`src/rtl/resync_pkg.sv`:
```
// Package: shared types of the resynchronization selector.
// Assumes: nothing beyond IEEE 1800-2017.
package resync_pkg;
    typedef enum logic {
        PH_COLLECT = 1'b0,  // window not yet closed, pulses being gathered
        PH_ARMED   = 1'b1   // candidates fixed, delay counters running
    } phase_t;
endpackage

```
`src/rtl/pulse_edge_capture.sv`:
```
// Module: pulse_edge_capture
// Brings each asynchronous resync line through two flip-flops and flags a
// one-cycle rising edge from the third stage.
// Assumes: each pulse stays high for at least two clock cycles.
module pulse_edge_capture #(
    parameter int N = 5
) (
    input  logic         clk,
    input  logic         rst_n,
    input  logic [N-1:0] line_i,
    output logic [N-1:0] rise_o
);
    logic [N-1:0] meta_q;
    logic [N-1:0] sync_q;
    logic [N-1:0] prev_q;

    for (genvar g = 0; g < N; g++) begin : g_line
        // Two-stage synchronizer plus delay stage for edge detection.
        always_ff @(posedge clk) begin
            if (!rst_n) begin
                meta_q[g] <= 1'b0;
                sync_q[g] <= 1'b0;
                prev_q[g] <= 1'b0;
            end else begin
                meta_q[g] <= line_i[g];
                sync_q[g] <= meta_q[g];
                prev_q[g] <= sync_q[g];
            end
        end
        // Rising edge seen at the synchronized output.
        assign rise_o[g] = sync_q[g] & ~prev_q[g];
    end
endmodule

```
`src/rtl/arrival_recorder.sv`:
```
// Module: arrival_recorder
// Accepts the first edge per line while the window is open, counts accepted
// pulses and stores their stamps in arrival order (slot 0 = earliest).
// Assumes: clear_i pulses once per round at the restart.
module arrival_recorder #(
    parameter int N     = 5,
    parameter int CLK_W = 12,
    parameter int CNT_W = 3
) (
    input  logic                      clk,
    input  logic                      rst_n,
    input  logic                      clear_i,
    input  logic                      open_i,
    input  logic [N-1:0]              rise_i,
    input  logic [CLK_W-1:0]          stamp_i,
    output logic [CNT_W-1:0]          count_o,
    output logic [N-1:0][CLK_W-1:0]   times_o
);
    logic [N-1:0]     seen_q;
    logic [N-1:0]     take;
    logic [CNT_W-1:0] count_q;
    logic [CNT_W:0]   lo_w;
    logic [CNT_W:0]   hi_w;

    // Count set bits of a line mask.
    function automatic logic [CNT_W-1:0] ones(input logic [N-1:0] v);
        logic [CNT_W-1:0] acc;
        acc = '0;
        for (int i = 0; i < N; i++) acc = acc + CNT_W'(v[i]);
        return acc;
    endfunction

    // New accepted edges this cycle: window open and line not yet seen.
    assign take = rise_i & ~seen_q & {N{open_i}};
    assign lo_w = {1'b0, count_q};
    assign hi_w = {1'b0, count_q} + {1'b0, ones(take)};

    // Per-line acceptance mask and accepted-pulse counter.
    always_ff @(posedge clk) begin
        if (!rst_n || clear_i) begin
            seen_q  <= '0;
            count_q <= '0;
        end else begin
            seen_q  <= seen_q | take;
            count_q <= hi_w[CNT_W-1:0];
        end
    end

    for (genvar j = 0; j < N; j++) begin : g_slot
        // Slot j receives the stamp when it falls inside this cycle's new range.
        always_ff @(posedge clk) begin
            if (!rst_n) begin
                times_o[j] <= '0;
            end else if (!clear_i && (CNT_W+1)'(j) >= lo_w && (CNT_W+1)'(j) < hi_w) begin
                times_o[j] <= stamp_i;
            end
        end
    end

    assign count_o = count_q;


    count_bound_chk: assert property (@(posedge clk) disable iff (!rst_n)
        count_q <= CNT_W'(N));

    count_mono_chk: assert property (@(posedge clk) disable iff (!rst_n)
        !clear_i |=> count_q >= $past(count_q));
endmodule

```
`src/rtl/delay_timer.sv`:
```
// Module: delay_timer
// Down-counter loaded with a delay; expire_o is high while it sits at zero.
// Assumes: clear_i stops it after expiry is consumed.
module delay_timer #(
    parameter int W = 14
) (
    input  logic         clk,
    input  logic         rst_n,
    input  logic         load_i,
    input  logic [W-1:0] load_val_i,
    input  logic         clear_i,
    output logic         expire_o
);
    logic         run_q;
    logic [W-1:0] cnt_q;

    // Load, count down to zero, stop on clear.
    always_ff @(posedge clk) begin
        if (!rst_n || clear_i) begin
            run_q <= 1'b0;
            cnt_q <= '0;
        end else if (load_i) begin
            run_q <= 1'b1;
            cnt_q <= load_val_i;
        end else if (run_q && cnt_q != '0) begin
            cnt_q <= cnt_q - 1'b1;
        end
    end

    assign expire_o = run_q && (cnt_q == '0);


    expire_hold_chk: assert property (@(posedge clk) disable iff (!rst_n)
        expire_o && !clear_i && !load_i |=> expire_o);
endmodule

```
`src/rtl/resync_selector.sv`:
```
// Module: resync_selector (top)
// Runs the logical clock, opens the acceptance window around R, and at window
// close fixes the two order-statistic candidates (last pulse + D, pulse
// F-f+1 + 2D). It loads two delay timers offset by LAT and strobes a restart
// when the first expires, reloading the clock with LAT.
// Assumes: 2F < N, D >= 1, R > 3W+2, and R+W+D+LAT fits in CLK_W bits.
module resync_selector #(
    parameter int N     = 5,
    parameter int F     = 2,
    parameter int CLK_W = 12,
    parameter int R_INS = 200,
    parameter int WIN   = 12,
    parameter int DLY   = 8
) (
    input  logic             clk,
    input  logic             rst_n,
    input  logic [N-1:0]     pulse_i,
    output logic [CLK_W-1:0] lclk_o,
    output logic             restart_o,
    output logic             cand_b_o,
    output logic             fault_o
);
    import resync_pkg::*;

    localparam int CNT_W = $clog2(N + 1);
    localparam int TMR_W = CLK_W + 2;
    localparam int LAT   = 2 * WIN + 2;
    localparam logic [CLK_W-1:0] WIN_LO  = CLK_W'(R_INS - WIN);
    localparam logic [CLK_W-1:0] WIN_HI  = CLK_W'(R_INS + WIN);
    localparam logic [CLK_W-1:0] CLOSE_T = CLK_W'(R_INS + WIN + 1);
    localparam logic [CLK_W-1:0] LAT_C   = CLK_W'(LAT);
    localparam logic [CLK_W-1:0] EARLY_C = CLK_W'(R_INS - WIN + DLY + LAT);
    localparam logic [CNT_W-1:0] NEED_C  = CNT_W'(N - F);
    localparam logic [TMR_W-1:0] D_T     = TMR_W'(DLY);
    localparam logic [TMR_W-1:0] D2_T    = TMR_W'(2 * DLY);
    localparam logic [TMR_W-1:0] OFS_T   = TMR_W'(R_INS - WIN);
    localparam logic [TMR_W-1:0] OWN_T   = TMR_W'(DLY + WIN);

    phase_t                    phase_q;
    logic [CLK_W-1:0]          lclk_q;
    logic                      fault_q;
    logic [N-1:0]              rise;
    logic                      open_w;
    logic                      close_w;
    logic                      restart_w;
    logic                      exp_a;
    logic                      exp_b;
    logic [CNT_W-1:0]          count_w;
    logic [N-1:0][CLK_W-1:0]   times_w;
    logic [CNT_W-1:0]          idx_a;
    logic [CNT_W-1:0]          idx_b;
    logic [TMR_W-1:0]          t_a;
    logic [TMR_W-1:0]          t_b;
    logic                      short_w;
    logic                      spread_w;
    logic                      bad_w;
    logic [TMR_W-1:0]          load_a;
    logic [TMR_W-1:0]          load_b;

    pulse_edge_capture #(.N(N)) cap_i (
        .clk    (clk),
        .rst_n  (rst_n),
        .line_i (pulse_i),
        .rise_o (rise)
    );

    arrival_recorder #(.N(N), .CLK_W(CLK_W), .CNT_W(CNT_W)) rec_i (
        .clk     (clk),
        .rst_n   (rst_n),
        .clear_i (restart_w),
        .open_i  (open_w),
        .rise_i  (rise),
        .stamp_i (lclk_q),
        .count_o (count_w),
        .times_o (times_w)
    );

    // Window and close decode from phase and clock reading.
    assign open_w  = (phase_q == PH_COLLECT) && (lclk_q >= WIN_LO) && (lclk_q <= WIN_HI);
    assign close_w = (phase_q == PH_COLLECT) && (lclk_q == CLOSE_T);

    // Order-statistic indices: last accepted and (F-f+1)th accepted.
    assign short_w = count_w < NEED_C;
    assign idx_a   = (count_w == '0) ? '0 : count_w - 1'b1;
    assign idx_b   = short_w ? '0 : count_w - NEED_C;
    assign t_a     = TMR_W'(times_w[idx_a]);
    assign t_b     = TMR_W'(times_w[idx_b]);

    // Spread check and timer load values (target + W - R, the LAT offset).
    assign spread_w = !short_w && ((t_a - t_b) >= D2_T);
    assign bad_w    = short_w || spread_w;
    assign load_a   = bad_w ? OWN_T : (t_a + D_T - OFS_T);
    assign load_b   = t_b + D2_T - OFS_T;

    delay_timer #(.W(TMR_W)) tmr_a_i (
        .clk        (clk),
        .rst_n      (rst_n),
        .load_i     (close_w),
        .load_val_i (load_a),
        .clear_i    (restart_w),
        .expire_o   (exp_a)
    );

    delay_timer #(.W(TMR_W)) tmr_b_i (
        .clk        (clk),
        .rst_n      (rst_n),
        .load_i     (close_w && !bad_w),
        .load_val_i (load_b),
        .clear_i    (restart_w),
        .expire_o   (exp_b)
    );

    assign restart_w = (phase_q == PH_ARMED) && (exp_a || exp_b);

    // Logical clock: count up, reload with LAT on restart.
    always_ff @(posedge clk) begin
        if (!rst_n)         lclk_q <= '0;
        else if (restart_w) lclk_q <= LAT_C;
        else                lclk_q <= lclk_q + 1'b1;
    end

    // Round phase: armed at window close, back to collecting on restart.
    always_ff @(posedge clk) begin
        if (!rst_n)         phase_q <= PH_COLLECT;
        else if (close_w)   phase_q <= PH_ARMED;
        else if (restart_w) phase_q <= PH_COLLECT;
    end

    // Fault flag: decided once per round at window close.
    always_ff @(posedge clk) begin
        if (!rst_n)       fault_q <= 1'b0;
        else if (close_w) fault_q <= bad_w;
    end

    assign lclk_o    = lclk_q;
    assign restart_o = restart_w;
    assign cand_b_o  = restart_w && exp_b && !exp_a;
    assign fault_o   = fault_q;


    reload_chk: assert property (@(posedge clk) disable iff (!rst_n)
        restart_o |=> lclk_o == LAT_C);

    strobe_chk: assert property (@(posedge clk) disable iff (!rst_n)
        restart_o |=> !restart_o);

    earliest_chk: assert property (@(posedge clk) disable iff (!rst_n)
        restart_o |-> lclk_o >= EARLY_C);

    fault_hold_chk: assert property (@(posedge clk) disable iff (!rst_n)
        phase_q == PH_ARMED |=> $stable(fault_q));
endmodule

```
`config.mk`:
```
export PLATFORM = sky130hd
export DESIGN_NAME = resync_selector
export DESIGN_NICKNAME = d
export VERILOG_FILES = /design/src/rtl/resync_pkg.sv /design/src/rtl/pulse_edge_capture.sv /design/src/rtl/arrival_recorder.sv /design/src/rtl/delay_timer.sv /design/src/rtl/resync_selector.sv
export SDC_FILE = /design/constraint.sdc
export NUM_CORES = 1
export LEC_CHECK = 0
export ABC_AREA = 1
export BUFFER_PORTS_ARGS = -buffer_cell sky130_fd_sc_hd__buf_2
export CORE_MARGIN = 2
export CORE_UTILIZATION = 58
export DETAILED_ROUTE_END_ITERATION = 6
export HOLD_SLACK_MARGIN = 0.12
export PLACE_DENSITY = 0.76
export SYNTH_ARGS = -nofsm -noshare
export SYNTH_HDL_FRONTEND = slang
export SYNTH_SLANG_ARGS = --single-unit
```
`constraint.sdc`:
```
create_clock -name clk -period 4.1 [get_ports clk]
set_input_delay 0.82 -clock clk [delete_from_list [all_inputs] [get_ports clk]]
set_output_delay 0.82 -clock clk [all_outputs]
set_load 0.05 [all_outputs]
```
==> metrics.md, run 1 <==
| Metric | Value |
|---|---|
| Worst setup margin | `-180 ps` |
| Core Region | `14400 µm²` |
| Cell Count, Final, Fillers Out | `1513` |
| Io pins | `22` |
| Ys async rst share | `0` |
| Max frequency | `234 MHz` |
| Fill cells | `about 1200` |
| Final core utilization | `0.691` |
| Rel. slew slack | `0.267` |
| FF-to-FF Start | `lclk_o[0]$_SDFF_PP0_` |
| Post-Synth Adder-Cell Area | `0.0511` |
| Switching power | `approximately 0.68 mW` |
| Hold Buf Count CTS | `0` |
| Dominant synthesized flop cell | `dfxtp_1` |
| Gate power share | `0.031` |
| Crit path from | `lclk_o[0]$_SDFF_PP0_` |
| Worst hold path class | `register to register` |
| PD cells | `277 nW/µm²` |
| Part of the power in registers | `0.450` |
| Overflow after GRT | `0` |
| Violations in the final reports | `design-rule violations, negative setup slack` |
| Die area | `~16000 µm²` |
| Post-synth EDFFs | `0` |
| Clk network pwr share | `0.519` |
| Vias in the first global route | `a little under 8000` |
| WL final | `25.8 mm` |
| CP bufs+invs | `7` |
| Outcome | `complete, but fails checks` |
| Largest family of logic cells by synthesized area | `simple AND/OR/NAND/NOR gates` |
| Clock tree root driver cell | `clkbuf_16` |
| Area growth, synth to finish | `17.0%` |
| Commonest non-fill, non-tap cells in the layout | `262 x nand2_1, 179 x inv_1, 115 x dfxtp_1` |
| R2R Setup Slk | `-180 ps` |
| Biggest cell delay along the critical path | `590 ps` |
| Leakage | `4.63 nW` |
| Crit path cell chain | `inv_4 -> ha_4 -> nor3_4 -> o32ai_2 -> nand2_2 -> buf_6 -> nor4_4 -> ha_1 -> inv_2 -> fa_1 -> inv_1 -> ha_2 -> fa_2 -> ha_4 -> a21o_1 -> a21oi_2 -> nand2_1 -> nor2_2 -> inv_2 -> buf_6 -> nand3_4 -> clkbuf_16 -> o21ai_0 -> a21oi_1` |
| Port Buffers | `21` |
| Finished layout cell area | `9970 µm²` |
| Setup Skew | `6.68 ps` |
| Syn avg cell area | `roughly 6.7 µm²` |
| Slowest CP cell | `fa_2` |
| Post-synth net total | `1306` |
| First-pass GRT wire length | `39.6 mm` |
| Fin crit period | `4280 ps` |
| CP top delay family | `adder cells` |
| DRT antenna net count | `0` |
| Initial antenna violation count | `0` |
| Nets@finish | `1356` |
| WS Path Type | `register to register` |
| Worst slew pin tran | `1100 ps` |
| DRC | `5` |
| GPL Wtd Cong | `0.965` |
| Final Total Pwr | `2.76 mW` |
| Peak VDD IR | `0.352 mV` |
| Vias per inst | `5.67` |
| Via count | `8578` |
| Synth warn | `0` |
| Ant. Diodes | `0` |
| Yosys reg bits | `127` |
| Setup slack at placement | `-84.1 ps` |
| DR iter-0 viols | `863` |
| DR WL/cell | `around 17 µm` |
| Final Hold Fails | `0` |
| RSZ-0062 raised after global routing | `yes` |
| Worst setup SP type | `register` |
| Total CTS buffers | `17` |
| Clock tree from TritonCTS | `yes` |
| Die X | `125 µm` |
| Switching Share | `0.247` |
| Worst Path Required | `roughly 4500 ps` |
| R2R depth | `24` |
| Worst hold slack | `413 ps` |
| Post-synthesis sequential area ratio | `0.299` |
| Commonest non-fill, non-tap cell in the layout | `nand2_1` |
| Worst setup EP type | `register` |
| DP Area | `8980 µm²` |
| Synth Area in Compound Gates | `0.167` |
| Slew Limit Fails | `0` |
| Unique masters post-synth | `53` |
| H-tree Lvls | `4` |
| Synth Area in XOR/XNOR | `0.0369` |
| Internal | `2.08 mW` |
| Mux cell area share after synthesis | `0` |
| Cell Area, Synth | `8520 µm²` |
| Capture point of the worst reg-to-reg path | `rec_i.times_o[14]$_SDFFE_PN0P_` |
| Arr. time, crit path | `4630 ps` |
| Reg clk slew, reported paths | `60 ps` |
| First-pass detailed-route iteration total | `7` |
| Total of max-cap violations | `0` |
| Starting density of the core | `0.590` |
| Syn Inst Count | `1266` |
| Num rows | `44` |
| Clock buffer depth | `2` |
| Post-synthesis simple-gate area fraction | `0.315` |
| Total track usage | `0.315` |
| Total Neg Setup Slack | `-5850 ps` |
| CTS Sinks | `127` |
| Setup violators final | `60` |
| Largest net degree at the start of global routing | `77` |
| Worst-path fanout max | `6` |
| Crit path to | `rec_i.times_o[14]$_SDFFE_PN0P_` |
| Height of the die | `125 µm` |
| WP depth | `24` |
| Skew-Pair Late Insertion Delay | `430 ps` |
| Share of cells above drive strength 1 | `0.196` |
| Number of instances in the placed design | `1465` |
| Final period util | `1.04` |
| DP HPWL | `17.1 mm` |
-- logic make-up after synthesis --
logic type,Yosys count
XOR/XNOR,35
flip-flops,127
adder cells (fa/ha/maj),33
AND/OR/NAND/NOR,563
buffers and inverters,250
AO/OA/AOI/OAI,258
-- sequential cells by signal (all words and copies together) (netlist names) --
signal         count
rec_i.times_o     60
tmr_a_i.cnt_q     14
tmr_b_i.cnt_q     14
lclk_o            12
cap_i.meta_q       5
cap_i.prev_q       5
cap_i.sync_q       5
rec_i.seen_q       5
rec_i.count_o      3
fault_o            1
phase_q            1
tmr_a_i.run_q      1
tmr_b_i.run_q      1
-- routing by layer --
metal  vias to the layer above  track usage  routed length, µm
met2                       406        0.523              12300
met1                      3924        0.405              10300
li1                       4187            -                  -
met4                         0        0.119                797
met5                         -            0                  0
met3                        61       0.0638               2330
-- Yosys cell counts, drive strengths merged, types with 4 or more instances --
master / instances / share of area
xor2: 24 / 0.026
o211ai: 13 / 0.013
nand4: 16 / 0.012
o22ai: 4 / 0.0037
dfxtp: 127 / 0.30
a21oi: 105 / 0.064
xnor2: 11 / 0.011
nor2: 94 / 0.046
o21a: 5 / 0.0044
o21ai: 125 / 0.076
clkbuf: 15 / 0.0066
nand2: 304 / 0.15
nor4: 6 / 0.0044
nor3: 20 / 0.016
inv: 198 / 0.089
ha: 30 / 0.044
buf: 37 / 0.036
nand3: 115 / 0.076
-- timing repair --
item                       CTS  global route
pin swaps                    0            16
cloned                       1             4
setup buffers                3             9
setup endpoints to repair   60            77
resized for setup           10            53
-- area by class of cell --
| cell class | instances | area (µm²) | area share |
|---|---|---|---|
| multi-input combinational | 889 | 5080 | 0.510 |
| sequential | 127 | 2580 | 0.259 |
| inverter | 198 | 766 | 0.0768 |
| timing repair buffer | 83 | 748 | 0.0751 |
| clock buffer | 19 | 454 | 0.0456 |
| tap | 184 | 230 | 0.0231 |
| clock inverter | 13 | 103 | 0.0103 |
-- worst register-to-register path, stage by stage (launching register included) --
cell	delay, ps
dfxtp_4	360
inv_4	40
ha_4	160
nor3_4	180
o32ai_2	120
nand2_2	130
buf_6	120
nor4_4	30
ha_1	290
inv_2	40
fa_1	520
inv_1	50
ha_2	180
fa_2	590
ha_4	210
a21o_1	160
a21oi_2	140
nand2_1	100
nor2_2	130
inv_2	60
buf_6	120
nand3_4	120
clkbuf_16	170
o21ai_0	60
a21oi_1	160
-- power by group through the flow --
| stage | Combinational (mW) | Sequential (mW) | Clock, mW |
|---|---|---|---|
| finish | 0.0857 | 1.24 | 1.43 |
| global route | 0.0942 | 1.24 | 1.48 |
| CTS | 0.0783 | 1.24 | 1.43 |
| detailed placement | 0.0764 | 1.27 | 0 |
| global placement | 0.0755 | 1.27 | 0 |
| floorplan | 0.0408 | 1.28 | 0 |
-- worst min-delay path by stage --
| stage | from | endpoint | slack (ps) | depth (start not counted) |
|---|---|---|---|---|
| final | cap_i.meta_q[4]$_SDFF_PN0_ | cap_i.sync_q[4]$_SDFF_PN0_ | 410 | 2 |
| after global routing | cap_i.meta_q[1]$_SDFF_PN0_ | cap_i.sync_q[1]$_SDFF_PN0_ | 440 | 2 |
| after CTS | cap_i.meta_q[4]$_SDFF_PN0_ | cap_i.sync_q[4]$_SDFF_PN0_ | 410 | 2 |
| after detailed placement | cap_i.meta_q[4]$_SDFF_PN0_ | cap_i.sync_q[4]$_SDFF_PN0_ | 400 | 2 |
| after global placement | cap_i.meta_q[4]$_SDFF_PN0_ | cap_i.sync_q[4]$_SDFF_PN0_ | 390 | 2 |
| after floorplan | cap_i.meta_q[0]$_SDFF_PN0_ | cap_i.sync_q[0]$_SDFF_PN0_ | 390 | 2 |
Note: power is estimated with default switching activity, not from simulation.
==> run 2, diff against run 1 <==
--- a/config.mk
+++ b/config.mk
@@ -5,13 +5,15 @@
 export SDC_FILE = /design/constraint.sdc
 export NUM_CORES = 1
 export LEC_CHECK = 0
-export ABC_AREA = 1
 export BUFFER_PORTS_ARGS = -buffer_cell sky130_fd_sc_hd__buf_2
+export CELL_PAD_IN_SITES_DETAIL_PLACEMENT = 1
+export CELL_PAD_IN_SITES_GLOBAL_PLACEMENT = 1
 export CORE_MARGIN = 2
-export CORE_UTILIZATION = 58
+export CORE_UTILIZATION = 44
+export CTS_CLUSTER_DIAMETER = 40
 export DETAILED_ROUTE_END_ITERATION = 6
 export HOLD_SLACK_MARGIN = 0.12
-export PLACE_DENSITY = 0.76
+export PLACE_DENSITY = 0.75
 export SYNTH_ARGS = -nofsm -noshare
 export SYNTH_HDL_FRONTEND = slang
 export SYNTH_SLANG_ARGS = --single-unit
==> metrics.md, run 2 <==
| Metric | Value |
|---|---|
| Worst hold path class | `register to register` |
| Reg with most FFs | `rec_i.times_o` |
| CTS Sinks | `127 (unchanged)` |
| Port Buffers | `21 (unchanged)` |
| Capture point of the worst reg-to-reg path | `rec_i.times_o[6]$_SDFFE_PN0P_` |
| Outcome | `complete, but fails checks` |
| Clock tree root driver cell | `clkbuf_16` |
| Leakage | `4.91 nW (+6.0%)` |
| Share of cells above drive strength 1 | `0.399 (+0.203)` |
| DRT antenna net count | `0 (unchanged)` |
| Gate power share | `0.028 (-0.003)` |
| Worst setup SP type | `register` |
| Total of max-cap violations | `0 (unchanged)` |
| Via count | `9477 (+10%)` |
| PD cells | `259 nW/µm² (-6.7%)` |
| Part of the power in registers | `0.416 (-0.034)` |
| Top-area cell type share of the netlist area | `0.323 (+0.0245)` |
| Cell Area, Synth | `7870 µm² (-7.6%)` |
| Largest net degree at the start of global routing | `64 (-17%)` |
| Clock buffer depth | `2 (unchanged)` |
| Crit path to | `rec_i.times_o[6]$_SDFFE_PN0P_` |
| Unique masters post-synth | `87 (+64%)` |
| Vias per inst | `6.98 (+23%)` |
| Nets@finish | `1160 (-14%)` |
| Ys async rst share | `0 (unchanged)` |
| DRC | `0 (-5)` |
| Post-synth EDFFs | `0 (unchanged)` |
| Rel. slew slack | `0.168 (-0.0994)` |
| Yosys reg bits | `127 (unchanged)` |
| WL final | `42.7 mm (+66%)` |
| Max frequency | `195 MHz (-16%)` |
| Internal | `2.23 mW (+7.1%)` |
| FF-to-FF Start | `lclk_o[8]$_SDFF_PP0_` |
| Post-synth net total | `978 (-25%)` |
| Setup violators final | `92 (+53%)` |
| GPL Wtd Cong | `0.917 (-5.0%)` |
| Num rows | `48 (+9.1%)` |
| Switching Share | `0.254 (+0.00793)` |
| Final period util | `1.25 (+0.204)` |
| DP Area | `9420 µm² (+4.9%)` |
| Synth warn | `0 (unchanged)` |
| R2R Setup Slk | `-1020 ps (-840 ps)` |
| Clock tree from TritonCTS | `yes` |
| Area growth, synth to finish | `46.9%` |
| Largest registers | `rec_i.times_o x60, tmr_a_i.cnt_q x14, tmr_b_i.cnt_q x14` |
| Clk network pwr share | `0.556 (+0.037)` |
| Worst-path fanout max | `6 (unchanged)` |
| Worst setup EP type | `register` |
| Post-synthesis sequential area ratio | `0.323 (+0.0245)` |
| Switching power | `0.761 mW (+12%)` |
| Arr. time, crit path | `5380 ps (+750 ps)` |
| Fill cells | `1914 (+59%)` |
| Peak VDD IR | `0.377 mV (+7.1%)` |
| Violations in the final reports | `negative setup slack` |
| Max reg flops | `60 (unchanged)` |
| Vias in the first global route | `8620 (+9.4%)` |
| Final Total Pwr | `2.99 mW (+8.2%)` |
| Height of the die | `138 µm (+10%)` |
| Hold Buf Count CTS | `0 (unchanged)` |
| Final Hold Fails | `0 (unchanged)` |
| R2R depth | `18 (-25%)` |
| Die area | `19000 µm² (+21%)` |
| Count leader, synth | `nor2_1` |
| Reg clk slew, reported paths | `60 ps (about the same)` |
| Synth cell count leaders | `136 x nor2_1, 127 x dfxtp_1, 74 x mux2i_1, 51 x nand2_1, 40 x a21oi_1` |
| Worst slew pin tran | `1250 ps (+149 ps)` |
| Dominant synthesized flop cell | `dfxtp_1` |
| Worst hold slack | `455 ps (+42.4 ps)` |
| Io pins | `22 (unchanged)` |
| Total track usage | `0.339 (+0.0245)` |
| Total CTS buffers | `17 (unchanged)` |
| RSZ-0062 raised after global routing | `yes` |
| WS Path Type | `register to register` |
| Setup Skew | `9.54 ps (+2.87 ps)` |
| DR WL/cell | `31.4 µm (+84%)` |
| Total Neg Setup Slack | `-63100 ps (-57250 ps)` |
| H-tree Lvls | `4 (unchanged)` |
| Starting density of the core | `0.452 (-0.139)` |
| DR iter-0 viols | `1184 (+37%)` |
| DP HPWL | `20.3 mm (+19%)` |
| Slew Limit Fails | `0 (unchanged)` |
| Ant. Diodes | `0 (unchanged)` |
| Syn avg cell area | `8.39 µm² (+25%)` |
| Area leader, netlist | `dfxtp_1` |
| Initial antenna violation count | `0 (unchanged)` |
| Finished layout cell area | `11600 µm² (+16%)` |
| Core Region | `17400 µm² (+21%)` |
| First-pass detailed-route iteration total | `5 (-2)` |
| Dominant cells by area after synthesis | `dfxtp_1 32%, mux2i_1 9.4%, nor2_1 6.5%, ha_1 4.8%, xnor2_1 2.9%` |
| Overflow after GRT | `0 (unchanged)` |
| Worst setup margin | `-1020 ps (-838 ps)` |
| Worst Path Required | `4360 ps (-90 ps)` |
| Commonest non-fill, non-tap cell in the layout | `buf_4` |
| First-pass GRT wire length | `48.7 mm (+23%)` |
| Die X | `138 µm (+10%)` |
| Skew-Pair Late Insertion Delay | `450 ps (+20 ps)` |
| Commonest non-fill, non-tap cells in the layout | `161 x buf_4, 125 x nor2_1, 114 x dfxtp_1` |
| Syn Inst Count | `938 (-26%)` |
| Crit path from | `lclk_o[8]$_SDFF_PP0_` |
| Fin crit period | `5120 ps (+838 ps)` |
-- run 2: cell types whose count changed in the layout (fill, tap and decap cells not counted), sizes merged, moves of 15 or more --
cell   change
nand2    -250
mux2i     +74
nand3     -91
o21ai     -94
and2      +23
buf      +140
a21oi     -64
inv      -161
xnor2     +15
nor2      +43
-- run 2: worst max-delay path: stages (launching register included) --
cell and delay (ps):
dfxtp_4 350, nor4b_4 350, nand2_1 120, or3_4 470
or4b_4 580, fa_1 550, inv_1 60, ha_2 200
fa_2 610, ha_4 230, a21o_1 200, a21oi_2 200
buf_4 140, buf_6 110, a31oi_4 90, nand2_4 130
buf_12 160, mux2i_1 250, nor2_1 110
-- run 2: what timing repair did --
item	4_1_cts	5_1_grt
setup endpoints to repair	92	91
resized for setup	46	163
gates cloned	2	4
pin swaps	17	76
buffers inserted	13	33
-- run 2: power by group through the flow --
| stage | Clock [mW] | Sequential (mW) | Combinational (mW) |
|---|---|---|---|
| after detailed placement | 0 | 1.27 | 0.0713 |
| after floorplan | 0 | 1.28 | 0.0353 |
| final | 1.66 | 1.24 | 0.0837 |
| after global routing | 1.69 | 1.24 | 0.0864 |
| after CTS | 1.63 | 1.24 | 0.0740 |
| after global placement | 0 | 1.27 | 0.0704 |
-- run 2: per-stage QoR --
stage / worst slack [ps] / util / instances
final: -1020 / 0.664 / 1358
after global routing: -1070 / 0.664 / 1358
after CTS: -755 / 0.596 / 1321
after detailed placement: -598 / 0.541 / 1274
after global placement: -342 / 0.541 / 1274
after floorplan: -534 / - / 938
-- run 2: logic make-up (layout without fill, tap and decap cells) --
logic type | after synthesis | in the layout | synth area share
compound gates | 203 | 204 | 0.184
mux | 82 | 82 | 0.110
fa+ha+maj | 33 | 33 | 0.0553
simple gates | 355 | 356 | 0.228
flops | 127 | 127 | 0.323
xor+xnor | 40 | 40 | 0.0445
buf+inv | 98 | 291 | 0.0552
-- run 2: routing by layer --
metal / track usage / part of all wire / vias up
li1: - / - / 3760
met1: 0.410 / 0.36 / 4646
met3: 0.0732 / 0.093 / 310
met2: 0.577 / 0.47 / 761
met4: 0.154 / 0.078 / 0
met5: 0 / 0 / -
-- run 2: area by class of cell --
cell class / instances / area (µm²) / share of cell area
Sequential cell: 127 / 2580 / 0.223
Multi-Input combinational cell: 715 / 6050 / 0.524
Clock buffer: 18 / 429 / 0.0371
Timing Repair Buffer: 222 / 1890 / 0.164
Inverter: 37 / 145 / 0.0126
Tap cell: 225 / 282 / 0.0243
Clock inverter: 14 / 179 / 0.0155
-- run 2: worst min path at each step --
stage	from	endpoint	slack, ps	depth (start not counted)
after global routing	cap_i.meta_q[1]$_SDFF_PN0_	cap_i.sync_q[1]$_SDFF_PN0_	470	1
after floorplan	cap_i.meta_q[0]$_SDFF_PN0_	cap_i.sync_q[0]$_SDFF_PN0_	410	1
after CTS	cap_i.meta_q[4]$_SDFF_PN0_	cap_i.sync_q[4]$_SDFF_PN0_	440	1
final	cap_i.meta_q[1]$_SDFF_PN0_	cap_i.sync_q[1]$_SDFF_PN0_	450	1
after global placement	cap_i.meta_q[0]$_SDFF_PN0_	cap_i.sync_q[0]$_SDFF_PN0_	410	1
after detailed placement	cap_i.meta_q[4]$_SDFF_PN0_	cap_i.sync_q[4]$_SDFF_PN0_	420	1
==> run 3, diff against run 2 <==
--- a/config.mk
+++ b/config.mk
@@ -9,11 +9,11 @@
 export CELL_PAD_IN_SITES_DETAIL_PLACEMENT = 1
 export CELL_PAD_IN_SITES_GLOBAL_PLACEMENT = 1
 export CORE_MARGIN = 2
-export CORE_UTILIZATION = 44
+export CORE_UTILIZATION = 52
 export CTS_CLUSTER_DIAMETER = 40
 export DETAILED_ROUTE_END_ITERATION = 6
 export HOLD_SLACK_MARGIN = 0.12
-export PLACE_DENSITY = 0.75
+export PLACE_DENSITY = 0.84
 export SYNTH_ARGS = -nofsm -noshare
 export SYNTH_HDL_FRONTEND = slang
 export SYNTH_SLANG_ARGS = --single-unit
==> constraint.sdc (replaced) <==
create_clock -name clk -period 6.6 [get_ports clk]
set_input_delay 1.32 -clock clk [delete_from_list [all_inputs] [get_ports clk]]
set_output_delay 1.32 -clock clk [all_outputs]
set_load 0.05 [all_outputs]
==> metrics.md, run 3 (synthesized netlist as in run 2, its figures left out) <==
| Metric | Value |
|---|---|
| Leakage | `3.69 nW (-25%)` |
| Worst setup EP type | `register` |
| First-pass GRT wire length | `43.4 mm (-11%)` |
| Vias per inst | `6.60 (-5.5%)` |
| Switching power | `0.404 mW (-47%)` |
| CP bufs+invs | `3 (-1)` |
| Skew-Pair Late Insertion Delay | `430 ps (-20 ps)` |
| Setup Buffers After CTS | `0 (-13)` |
| Overflow after GRT | `0 (unchanged)` |
| Gate power share | `0.020 (-0.008)` |
| Clk network pwr share | `0.529 (-0.027)` |
| Worst-path fanout max | `12 (+6)` |
| PD cells | `199 nW/µm² (-23%)` |
| Fin crit period | `5900 ps (+780 ps)` |
| Reg with most FFs | `rec_i.times_o` |
| Worst Path Required | `6870 ps (+2510 ps)` |
| Starting density of the core | `0.538 (+0.0856)` |
| CP top delay family | `adder cells` |
| Clock buffer depth | `2 (unchanged)` |
| Arr. time, crit path | `6170 ps (+790 ps)` |
| Cell Count, Final, Fillers Out | `1136 (-16%)` |
| DRC | `0 (unchanged)` |
| WL final | `27.2 mm (-36%)` |
| Share of cells above drive strength 1 | `0.110 (-0.289)` |
| Most frequent CP cell | `ha_1` |
| Largest registers | `rec_i.times_o x60, tmr_a_i.cnt_q x14, tmr_b_i.cnt_q x14` |
| Max reg flops | `60 (unchanged)` |
| Hold Buf Count CTS | `0 (unchanged)` |
| Crit path cell chain | `nand3_1 -> nor3_1 -> a31oi_1 -> or3_1 -> nor4b_1 -> ha_1 -> inv_1 -> fa_1 -> inv_1 -> ha_1 -> fa_1 -> ha_1 -> a21o_1 -> a21oi_1 -> nand2_1 -> a21o_1 -> o311ai_2 -> buf_4 -> mux2i_1 -> nor2_1` |
| DR WL/cell | `24.0 µm (-24%)` |
| H-tree Lvls | `4 (unchanged)` |
| Biggest cell delay along the critical path | `670 ps (+60 ps)` |
| Vias in the first global route | `7951 (-7.8%)` |
| Max frequency | `170 MHz (-13%)` |
| Number of instances in the placed design | `1104 (-13%)` |
| Largest net degree at the start of global routing | `64 (unchanged)` |
| WS Path Type | `register to register` |
| DP HPWL | `19.0 mm (-6.4%)` |
| Setup Skew | `10.4 ps (+0.816 ps)` |
| Slew Limit Fails | `0 (unchanged)` |
| Final Hold Fails | `0 (unchanged)` |
| Via count | `7495 (-21%)` |
| Io pins | `22 (unchanged)` |
| Port Buffers | `21 (unchanged)` |
| Commonest non-fill, non-tap cells in the layout | `136 x nor2_1, 127 x dfxtp_1, 74 x mux2i_1` |
| Switching Share | `0.234 (-0.0202)` |
| Nets@finish | `979 (-16%)` |
| Clock tree from TritonCTS | `yes` |
| Internal | `1.32 mW (-41%)` |
| Rel. slew slack | `0.316 (+0.148)` |
| Area growth, synth to finish | `10.1%` |
| DR iter-0 viols | `563 (-52%)` |
| Slowest CP cell | `dfxtp_1` |
| Setup violators final | `0 (-100%)` |
| Total CTS buffers | `17 (unchanged)` |
| Reg clk slew, reported paths | `60 ps (about the same)` |
| Initial antenna violation count | `0 (unchanged)` |
| GPL Wtd Cong | `1.00 (+9.3%)` |
| Height of the die | `127 µm (-7.8%)` |
| Outcome | `complete, no violations` |
| Worst setup SP type | `register` |
| Num rows | `44 (-8.3%)` |
| Total of max-cap violations | `0 (unchanged)` |
| Worst slew pin tran | `1010 ps (-233 ps)` |
| Die X | `127 µm (-7.8%)` |
| DRT antenna net count | `0 (unchanged)` |
| PostCTS Resize Cnt | `0 (-100%)` |
| Worst hold path class | `register to register` |
| Ant. Diodes | `0 (unchanged)` |
| RSZ-0062 raised after global routing | `no` |
| First-pass detailed-route iteration total | `5 (unchanged)` |
| CTS Sinks | `127 (unchanged)` |
| Core Region | `14600 µm² (-16%)` |
| Commonest non-fill, non-tap cell in the layout | `nor2_1` |
| Total track usage | `0.343 (+0.00402)` |
| R2R Setup Slk | `700 ps (+1720 ps)` |
| Die area | `16100 µm² (-15%)` |
| Peak VDD IR | `0.242 mV (-36%)` |
| Total Neg Setup Slack | `0 ps (+63100 ps)` |
| Part of the power in registers | `0.451 (+0.035)` |
| Final period util | `0.893 (-0.355)` |
| Clock tree root driver cell | `clkbuf_16` |
==> run 3: cell type report <==
type	instances	area, µm²
clock inverters	11	108
clock buffers	21	460
repair buffers	43	270
fillers	1749	5980
inverters	37	139
flip-flops and latches	127	2540
multi-input cells	713	4920
well taps	184	230
==> run 3: power by group through the flow <==
| stage | logic, mW | clock network, mW | registers, mW |
|---|---|---|---|
| detailed placement | 0.0332 | 0 | 0.795 |
| CTS | 0.0345 | 0.915 | 0.778 |
| floorplan | 0.0196 | 0 | 0.797 |
| global route | 0.0370 | 0.948 | 0.779 |
| global placement | 0.0320 | 0 | 0.794 |
| finish | 0.0347 | 0.912 | 0.778 |
==> run 3: worst paths after layout <==
check / start / endpoint / cells past startpoint
worst min-delay path: cap_i.meta_q[3]$_SDFF_PN0_ / cap_i.sync_q[3]$_SDFF_PN0_ / 1
worst max register to register: lclk_o[3]$_SDFF_PN0_ / rec_i.times_o[28]$_SDFFE_PN0P_ / 20
worst max-delay path: lclk_o[3]$_SDFF_PN0_ / rec_i.times_o[28]$_SDFFE_PN0P_ / 20
worst min register to register: cap_i.meta_q[3]$_SDFF_PN0_ / cap_i.sync_q[3]$_SDFF_PN0_ / 1
==> run 3: metrics by stage <==
stage	power, mW	hold slack [ps]	worst slack, ps	area [µm²]	util
2_1_floorplan	0.816	412	1190	7870	-
3_5_place_dp	0.828	426	992	8100	0.553
4_1_cts	1.73	440	792	8670	0.592
3_3_place_gp	0.826	414	1210	8100	0.553
5_1_grt	1.76	458	437	8670	0.592
6_report	1.73	438	703	8670	0.592
==> run 3: per-layer routing <==
layer	wire, µm	track usage	up-vias
met5	0	0	-
met4	1100	0.149	0
met3	1370	0.0578	91
met2	13600	0.608	300
met1	11200	0.411	3733
li1	-	-	3371
